### src/rtl/perfbank_pkg.sv
package perfbank_pkg;
    localparam int ADDR_W     = 16;
    localparam int REG_W      = 32;
    localparam int CODE_W     = 8;
    localparam int LANES      = REG_W / CODE_W;

    localparam logic [ADDR_W-1:0] OFS_MASK  = 16'h0800;
    localparam logic [ADDR_W-1:0] OFS_STAT  = 16'h0808;
    localparam logic [ADDR_W-1:0] OFS_CLR   = 16'h080C;
    localparam logic [ADDR_W-1:0] OFS_CTRL  = 16'h1C00;
    localparam logic [ADDR_W-1:0] OFS_VER   = 16'h1CF0;
    localparam logic [ADDR_W-1:0] OFS_EVSEL = 16'h1D00;
    localparam logic [ADDR_W-1:0] OFS_CNT   = 16'h1E00;

    localparam int CTRL_GLB_BIT  = 26;
    localparam int CTRL_CHAN_LO  = 27;
    localparam int CTRL_CHAN_W   = 2;
    localparam int CTRL_TAG_BIT  = 29;
endpackage

### src/rtl/perfbank_counter.sv
module perfbank_counter #(
    parameter int W = 64
) (
    input  logic         clk,
    input  logic         rst_n,
    input  logic         inc_i,
    input  logic [1:0]   wr_mask_i,
    input  logic [W-1:0] wr_val_i,
    output logic [W-1:0] cnt_o,
    output logic         wrap_o
);
    localparam int HALF = W / 2;

    logic [W-1:0] cnt_d, cnt_q;

    always_comb begin
        cnt_d = cnt_q;
        if (wr_mask_i != 2'b00) begin
            if (wr_mask_i[0]) cnt_d[HALF-1:0] = wr_val_i[HALF-1:0];
            if (wr_mask_i[1]) cnt_d[W-1:HALF] = wr_val_i[W-1:HALF];
        end else if (inc_i) begin
            cnt_d = cnt_q + 1'b1;
        end
    end

    always_ff @(posedge clk) begin
        if (!rst_n) cnt_q <= '0;
        else        cnt_q <= cnt_d;
    end

    assign cnt_o  = cnt_q;
    assign wrap_o = inc_i && (wr_mask_i == 2'b00) && (&cnt_q);


    inc_step_chk: assert property (@(posedge clk) disable iff (!rst_n)
        (inc_i && wr_mask_i == 2'b00) |=> (cnt_q == $past(cnt_q) + 1'b1));


    hold_idle_chk: assert property (@(posedge clk) disable iff (!rst_n)
        (!inc_i && wr_mask_i == 2'b00) |=> $stable(cnt_q));
endmodule

### src/rtl/perfbank_evsel.sv
module perfbank_evsel #(
    parameter int N      = 8,
    parameter int CODE_W = 8
) (
    input  logic [N-1:0][CODE_W-1:0] codes_i,
    input  logic [(2**CODE_W)-1:0]   evt_i,
    output logic [N-1:0]             hit_o
);
    for (genvar g = 0; g < N; g++) begin : g_sel
        assign hit_o[g] = evt_i[codes_i[g]];
    end
endmodule

### src/rtl/perfbank_regs.sv
module perfbank_regs
    import perfbank_pkg::*;
#(
    parameter int          N       = 8,
    parameter int          W       = 64,
    parameter logic [31:0] VERSION = 32'h0000_0021
) (
    input  logic                      clk,
    input  logic                      rst_n,
    input  logic                      bus_en,
    input  logic                      bus_we,
    input  logic                      bus_wide,
    input  logic [ADDR_W-1:0]         bus_addr,
    input  logic [W-1:0]              bus_wdata,
    input  logic [N-1:0][W-1:0]       cnt_i,
    input  logic [N-1:0]              wrap_i,
    output logic [N-1:0]              cnt_en_o,
    output logic [N-1:0][CODE_W-1:0]  codes_o,
    output logic [N-1:0][1:0]         cnt_wr_mask_o,
    output logic [W-1:0]              cnt_wr_val_o,
    output logic                      rsp_valid_o,
    output logic [W-1:0]              rsp_data_o,
    output logic                      irq_o
);
    localparam int HALF      = W / 2;
    localparam int NSEL      = (N + LANES - 1) / LANES;
    localparam int CNT_SPAN  = 8 * N;
    localparam int SEL_SPAN  = 4 * NSEL;
    localparam logic [REG_W-1:0] CTRL_KEEP =
        (REG_W'(1) << CTRL_TAG_BIT) |
        (REG_W'((1 << CTRL_CHAN_W) - 1) << CTRL_CHAN_LO) |
        (REG_W'(1) << CTRL_GLB_BIT) |
        REG_W'((1 << N) - 1);

    typedef struct packed {
        logic [REG_W-1:0]           ctrl;
        logic [N-1:0]               mask;
        logic [N-1:0]               status;
        logic [N-1:0][CODE_W-1:0]   codes;
        logic                       rsp_valid;
        logic [W-1:0]               rsp_data;
    } state_t;

    state_t st_d, st_q;

    logic          wr_req, rd_req;
    logic          cnt_hit, sel_hit, hi_half;
    int unsigned   cnt_idx, sel_idx;
    logic [N-1:0]  clr_bits;
    logic [W-1:0]  rd_val;

    always_comb begin
        wr_req  = bus_en && bus_we;
        rd_req  = bus_en && !bus_we;
        cnt_hit = (bus_addr >= OFS_CNT) && (32'(bus_addr) < 32'(OFS_CNT) + CNT_SPAN);
        sel_hit = (bus_addr >= OFS_EVSEL) && (32'(bus_addr) < 32'(OFS_EVSEL) + SEL_SPAN);
        cnt_idx = (32'(bus_addr) - 32'(OFS_CNT)) >> 3;
        sel_idx = (32'(bus_addr) - 32'(OFS_EVSEL)) >> 2;
        hi_half = bus_addr[2];
    end

    always_comb begin
        st_d          = st_q;
        st_d.rsp_valid = rd_req;
        clr_bits      = '0;
        cnt_wr_mask_o = '0;
        cnt_wr_val_o  = bus_wide ? bus_wdata : {bus_wdata[HALF-1:0], bus_wdata[HALF-1:0]};

        if (wr_req) begin
            if (bus_addr == OFS_MASK) begin
                st_d.mask = bus_wdata[N-1:0];
            end else if (bus_addr == OFS_CLR) begin
                clr_bits = bus_wdata[N-1:0];
            end else if (bus_addr == OFS_CTRL) begin
                st_d.ctrl = bus_wdata[REG_W-1:0] & CTRL_KEEP;
            end else if (sel_hit) begin
                for (int k = 0; k < N; k++) begin
                    if (k / LANES == sel_idx)
                        st_d.codes[k] = bus_wdata[(k % LANES) * CODE_W +: CODE_W];
                end
            end else if (cnt_hit) begin
                for (int k = 0; k < N; k++) begin
                    if (k == cnt_idx)
                        cnt_wr_mask_o[k] = bus_wide ? 2'b11 : (hi_half ? 2'b10 : 2'b01);
                end
            end
        end

        st_d.status = (st_q.status & ~clr_bits) | wrap_i;

        rd_val = '0;
        if (bus_addr == OFS_MASK) begin
            rd_val[N-1:0] = st_q.mask;
        end else if (bus_addr == OFS_STAT) begin
            rd_val[N-1:0] = st_q.status;
        end else if (bus_addr == OFS_CTRL) begin
            rd_val[REG_W-1:0] = st_q.ctrl;
        end else if (bus_addr == OFS_VER) begin
            rd_val[REG_W-1:0] = VERSION;
        end else if (sel_hit) begin
            for (int k = 0; k < N; k++) begin
                if (k / LANES == sel_idx)
                    rd_val[(k % LANES) * CODE_W +: CODE_W] = st_q.codes[k];
            end
        end else if (cnt_hit) begin
            for (int k = 0; k < N; k++) begin
                if (k == cnt_idx) begin
                    if (bus_wide)     rd_val = cnt_i[k];
                    else if (hi_half) rd_val[HALF-1:0] = cnt_i[k][W-1:HALF];
                    else              rd_val[HALF-1:0] = cnt_i[k][HALF-1:0];
                end
            end
        end
        if (rd_req) st_d.rsp_data = rd_val;
    end

    always_ff @(posedge clk) begin
        if (!rst_n) begin
            st_q      <= '0;
            st_q.mask <= '1;
        end else begin
            st_q <= st_d;
        end
    end

    assign cnt_en_o    = st_q.ctrl[N-1:0] & {N{st_q.ctrl[CTRL_GLB_BIT]}};
    assign codes_o     = st_q.codes;
    assign rsp_valid_o = st_q.rsp_valid;
    assign rsp_data_o  = st_q.rsp_data;
    assign irq_o       = |(st_q.status & ~st_q.mask);


    wrap_sets_status_chk: assert property (@(posedge clk) disable iff (!rst_n)
        (wrap_i != '0) |=> ((st_q.status & $past(wrap_i)) == $past(wrap_i)));


    clear_takes_chk: assert property (@(posedge clk) disable iff (!rst_n)
        (wr_req && bus_addr == OFS_CLR && wrap_i == '0)
        |=> ((st_q.status & $past(bus_wdata[N-1:0])) == '0));
endmodule

### src/rtl/perfbank_top.sv
module perfbank_top
    import perfbank_pkg::*;
#(
    parameter int          N       = 8,
    parameter int          W       = 64,
    parameter logic [31:0] VERSION = 32'h0000_0021
) (
    input  logic                    clk,
    input  logic                    rst_n,
    input  logic                    bus_en,
    input  logic                    bus_we,
    input  logic                    bus_wide,
    input  logic [ADDR_W-1:0]       bus_addr,
    input  logic [W-1:0]            bus_wdata,
    input  logic [(2**CODE_W)-1:0]  evt_pulse,
    output logic                    rsp_valid,
    output logic [W-1:0]            rsp_data,
    output logic                    irq
);
    logic [N-1:0][W-1:0]      cnt_vals;
    logic [N-1:0]             wraps, cnt_en, hits;
    logic [N-1:0][CODE_W-1:0] codes;
    logic [N-1:0][1:0]        wr_mask;
    logic [W-1:0]             wr_val;

    perfbank_regs #(.N(N), .W(W), .VERSION(VERSION)) i_regs (
        .clk           (clk),
        .rst_n         (rst_n),
        .bus_en        (bus_en),
        .bus_we        (bus_we),
        .bus_wide      (bus_wide),
        .bus_addr      (bus_addr),
        .bus_wdata     (bus_wdata),
        .cnt_i         (cnt_vals),
        .wrap_i        (wraps),
        .cnt_en_o      (cnt_en),
        .codes_o       (codes),
        .cnt_wr_mask_o (wr_mask),
        .cnt_wr_val_o  (wr_val),
        .rsp_valid_o   (rsp_valid),
        .rsp_data_o    (rsp_data),
        .irq_o         (irq)
    );

    perfbank_evsel #(.N(N), .CODE_W(CODE_W)) i_evsel (
        .codes_i (codes),
        .evt_i   (evt_pulse),
        .hit_o   (hits)
    );

    for (genvar g = 0; g < N; g++) begin : g_cnt
        perfbank_counter #(.W(W)) i_cnt (
            .clk       (clk),
            .rst_n     (rst_n),
            .inc_i     (hits[g] && cnt_en[g]),
            .wr_mask_i (wr_mask[g]),
            .wr_val_i  (wr_val),
            .cnt_o     (cnt_vals[g]),
            .wrap_o    (wraps[g])
        );
    end


    read_resp_chk: assert property (@(posedge clk) disable iff (!rst_n)
        (bus_en && !bus_we) |=> rsp_valid);
endmodule

### config.mk
export PLATFORM = sky130hd
export DESIGN_NAME = perfbank_top
export DESIGN_NICKNAME = d
export VERILOG_FILES = /design/src/rtl/perfbank_pkg.sv /design/src/rtl/perfbank_counter.sv /design/src/rtl/perfbank_evsel.sv /design/src/rtl/perfbank_regs.sv /design/src/rtl/perfbank_top.sv
export SDC_FILE = /design/constraint.sdc
export NUM_CORES = 2
export LEC_CHECK = 0
export BUFFER_PORTS_ARGS = -buffer_cell sky130_fd_sc_hd__buf_4
export CORE_UTILIZATION = 30
export DETAILED_ROUTE_END_ITERATION = 10
export PLACE_DENSITY = 0.43
export SLEW_MARGIN = 15
export SYNTH_ARGS = -nofsm -noshare
export SYNTH_HDL_FRONTEND = slang
export SYNTH_SLANG_ARGS = --single-unit
### constraint.sdc
create_clock -name clk -period 4.1 [get_ports clk]
set_input_delay 0.205 -clock clk [delete_from_list [all_inputs] [get_ports clk]]
set_output_delay 0.205 -clock clk [all_outputs]
set_load 0.1 [all_outputs]
After elaboration in Yosys (flattened, before gate mapping)
Index checks and enable logic that the tools add are counted.
Widths: inputs -> output; s select.
- bits in registers: 669
- input port bits: 341
- output and inout bits: 66
- add/sub/neg operators: 10
- $lt $le $gt $ge: 12
- equality and inequality tests: 29
- mux-type cells: 137
- bitwise logic cells: 9
- reductions and logical operators: 84
- operators with widths (kind ; number):
    $mux 64 ; 44
    $mux 32 ; 46
    $add 64x1->64 const B ; 8
    $reduce_and 64->1 ; 8
    $eq 3x29->1 const A ; 4
    $mux 56 ; 2
    $mux 8 ; 13
    $mux 16 ; 6
    $lt 8x9->1 const B ; 8
    $bmux 1 s8 ; 8
    $logic_not 32->1 ; 2
    $eq 2x29->1 const A ; 2
    $eq 16x12->1 const B ; 3
    $reduce_and 2->1 ; 17
    $sub 16x13->17 const B ; 2
    $eq 16x13->1 const B ; 2
    $ge 16x13->1 const B ; 2
    $lt 16x13->1 const B ; 2
    $ne 2x2->1 const B ; 16
    $reduce_bool 2->1 ; 16
    $eq 1x30->1 const A ; 1
    $eq 1x29->1 const A ; 1
    $logic_and 1x1->1 ; 28
    $and 8x8->8 ; 3
    other kinds (10) ; 37

Depth between registers and ports, before layout
- word-level depth: 41
- mapped depth: 16
- mapped depth without buffers: 10

Hierarchy
Synthesis repeated with hierarchy kept, for this count alone.
- cell total of the unflattened synthesis: 8586
- area, all modules: 68109.1 um^2
- by module, submodules not included (module ; times used ; cells an instance ; area an instance (um^2) ; seq. area each (um^2)):
    perfbank_counter ; 8 ; 601 ; 4481.8 ; 1281.2
    perfbank_evsel ; 1 ; 1600 ; 17194.0 ; 0.0
    perfbank_regs ; 1 ; 2170 ; 15010.6 ; 3143.0
    perfbank_top ; 1 ; 8 ; 50.0 ; 0.0

Worst setup path before layout
No wires, ideal clock.
- path kind: register to register
- start: register i_regs.st_q (netlist bit i_regs.codes_o[8])
- end: register g_cnt[1].i_cnt.cnt_q[32]
- library setup time: 0.119 ns
- arrival: 3.077 ns
- path slack: 0.904 ns
- cell stages (with the launch flop): 15
- clock period less this slack: 3.196 ns
- path through: dfxtp_1 -> buf_2 -> buf_4 -> buf_4 -> mux4_2 -> mux4_2 -> nand3_1 -> nand4_1 -> o211ai_1 -> o21a_1 -> nor2b_1 -> buf_4 -> buf_2 -> a21oi_1 -> o221a_2
- word-level cells in the longest chain between the ends: 5
- ends and longest elaborated chain (what ; line ; RTL):
    start, declared ; perfbank_regs.sv:44 ; state_t st_d, st_q;
    start signal, assigned ; perfbank_regs.sv:122 ; st_q <= st_d;
    $bmux 1 s8 ; perfbank_evsel.sv:10 ; assign hit_o[g] = evt_i[codes_i[g]];
    $mux 1 (not written as such) ; perfbank_evsel.sv:10 ;
    $logic_and 1x1->1 ; perfbank_top.sv:55 ; .inc_i (hits[g] && cnt_en[g]),
    $reduce_bool 2->1 (no source line) ; - ;
    $reduce_and 2->1 (no source line) ; - ;
    end signal, assigned ; perfbank_counter.sv:28 ; else cnt_q <= cnt_d;
    end, declared ; perfbank_counter.sv:14 ; logic [W-1:0] cnt_d, cnt_q;
No other way between the ends. The select of a mux whose other input is x is not followed.
A chain may end at the register's enable or synchronous reset.

Worst setup path after layout
- start: register i_regs.st_q (netlist bit i_regs.codes_o[8])
- end: register g_cnt[1].i_cnt.cnt_q[29]
Same word-level chain as after synthesis.

==> results.toml <==
[placement]
place_congestion = 1.07
dp.cells = 11000
dp_hpwl_um = 342000
io_buffers = 406

[global_route]
grt_pass1_wl_um = 619000
first_global_vias = 69700
grt_max_degree = 138
grt_overflow_total = 0
grt_usage_pct = 42.2
antenna_found_initial = 67

[pwr]
powerDensity_mw_per_mm2 = 242
ir_worst_vdd_mv = 0.300
finalPower_uw = 18300
leakage_uw = 0.0233

[route]
wl_per_cell_um = 41.6
wl_met1_um = 178000
wl_um = 464000
ant_nets = 0
met3_length_um = 49400
drtIter0Drc = 11600
drc = 0
viasPerCell = 6.86
highest_layer = "met5"
dr_wl_met2_um = 199000
num_vias = 76600
dr.pass1.iters = 8

[floorplan]
design.die.area_mm2 = 0.213
initial_utilization_pct = 30.2
die_y_um = 461
io_pins = 407
rows = 168
die-width_um = 461
core_mm2 = 0.210

[outcome]
status = "finished, final reports clean"

[logic_synthesis]
synthSimpleGateAreaFrac_pct = 22.8
synthAdderAreaFrac_pct = 0.158
synth_top_family_by_area = "multiplexers"
synthMostInstantiatedCell = "nand2_1"
ys_seq_elements = 669
ys_warn_count = 0
synthesis.area_mm2 = 0.0633
synthTopCellsByArea = "dfxtp_1 (21%), mux4_2 (20%), a21oi_1 (7.0%)"
yosys-mux-area-fraction_pct = 25.2
syn-num-nets = 8322
synth_edf_count = 0
syn_inst = 7973
ys_async_sr_fraction_pct = 0
synth_compound_area_share_pct = 24.2
avgSynthCellArea_um2 = 7.94
synth_ff_type = "dfxtp_1"
ys_seq_area_share_pct = 21.2
ys_types = 99
synthXorXnorAreaFrac_pct = 0.0138
synth_common_cells = "nand2_1 (1139), a21oi_1 (886), dfxtp_1 (669)"
synth_largest_area_cell = "dfxtp_1"
synth_top_area_share_pct = 21.2

[clock_network]
numCtsBuffers = 91
cts_max_path_buffers = 3
tritoncts = "done"
htree_levels = 3
clkLatencyLatePin_ns = 0.79
clk_pin_slew_ns = 0.06
cts.sinks = 669
root_buffer = "clkbuf_16"

[critical_path]
slowest_stage = "mux4_2"
setup.worst_path.end_class = "flop"
crit_chain = "buf_12, mux4_2, mux4_2, mux2i_2, a221oi_1, o21ai_1, o21a_1, buf_12, nand2_2, buf_4, a2111oi_0"
worst-setup-path-type = "flop to flop"
critPathLaunchType = "flop"
arrival_ns = 4.63
cp.required_ns = 4.72
critPathMaxStageDelay_ns = 0.53
crit_fanout = 23

[hold_path]
min_path_type = "input pin to flop"

[final_layout]
drive_gt1_share_pct = 24.5
final_util_pct = 36.0
nNetsFinal = 8607
syn_to_final_growth_pct = 19.3
fin_cells = 11200
n_fill_cell = 21900

[sta]
finalCriticalPeriod_ns = 4.01
setup_tns_ns = 0
relSlewSlack_pct = 16.5
setup_violations = 0
fin_hold_ws_ns = 0.0288
fin_crit_sh_pct = 97.8
skew_ns = 0.0574
fmax_ghz = 0.249
hold_viol = 0
worst_pin_slew_ns = 1.25
rsz0062_at_grt = "false"
slew_viol_final = 0

[flow_run]
drv_cap = 0
## kinds of logic (layout without fill, tap and decap cells)
logic type                 Yosys count  after routing
AOI/OAI and AO/OA                 2410           2410
DFF                                669            669
adders and majority gates            8              8
xor gates and xnor gates             1              1
muxes                              898            898
other                                0             37
and+or+nand+nor                   3079           3079
buffers and inverters              908           1266
## registers in the layout, summed over array words and instances (netlist names)
| signal | flops |
|---|---|
| i_regs.rsp_valid_o | 1 |
| i_regs.codes_o | 64 |
| g_cnt.i_cnt.cnt_o | 512 |
| i_regs.rsp_data_o | 64 |
| i_regs.st_q | 28 |
## layer usage
metal | vias to the layer above | GRT usage [%]
li1 | 31100 | -
met1 | 38600 | 53.1
met2 | 5598 | 62.7
met3 | 1216 | 10.9
met4 | 44 | 29.2
met5 | - | 0.367
## worst max-delay path, delay by kind of cell, from the launching register on
kind	cells	cell delay (ns)
and+or+nand+nor	1	0.17
DFF	1	0.42
buffers and inverters	3	0.62
AOI/OAI and AO/OA	4	1.20
muxes	3	1.42
## layout make-up
cell class	count	area [um^2]	area share, %
clock buffers	133	2700	3.57
repair buffers	1019	8760	11.6
well taps	2805	3510	4.65
diodes	37	92.6	0.123
flip-flops and latches	669	13500	17.8
inverters	81	312	0.412
clock inverters	33	460	0.610
multi-input cells	6396	46300	61.2
## layout by cell type, fill, tap and decap left out, drive strengths merged, types with 111 or more instances in the layout
cell type and count:
dfxtp 669, buf 1009, a21oi 889, a31oi 113
nand2 1140, mux2i 287, nand4 111, clkbuf 133
nor3 266, a22oi 116, and3 111, nor2 584
nand3 376, mux4 551, o21ai 500
## path summary, 6_finish.rpt
path | from | endpoint | slack, ns | cells past startpoint
worst max-delay path | i_regs.codes_o[8]$_SDFFE_PN0P_ | g_cnt[1].i_cnt.cnt_o[29]$_SDFFE_PN0P_ | 0.09 | 11
worst min-delay path | bus_wdata[7] | g_cnt[2].i_cnt.cnt_o[7]$_SDFFE_PN0P_ | 0.03 | 3
worst max register to register | i_regs.codes_o[8]$_SDFFE_PN0P_ | g_cnt[1].i_cnt.cnt_o[29]$_SDFFE_PN0P_ | 0.09 | 11
worst min register to register | i_regs.rsp_data_o[30]$_SDFFE_PN0P_ | i_regs.rsp_data_o[30]$_SDFFE_PN0P_ | 0.45 | 2
## power breakdown
part,switching (uW),internal [uW]
sequential,137,6550
clock,3740,5080
combinational,1910,876
## what timing repair did
action | in CTS | in global routing
hold buffers | 10 | 0
setup buffers | 0 | 2
setup endpoints to repair | 0 | 53
resized for setup | 0 | 5
endpoints found under the hold margin | 16 | 0
## metrics by stage
step | area [um^2] | setup WS [ns]
finish | 75500 | 0.0919
global route | 75400 | 0.00988
CTS | 75400 | 0.101
detailed placement | 72100 | 0.0413
global placement | 72100 | 0.0296
floorplan | 63300 | 0.904
Power figures use the tool's default switching activity.
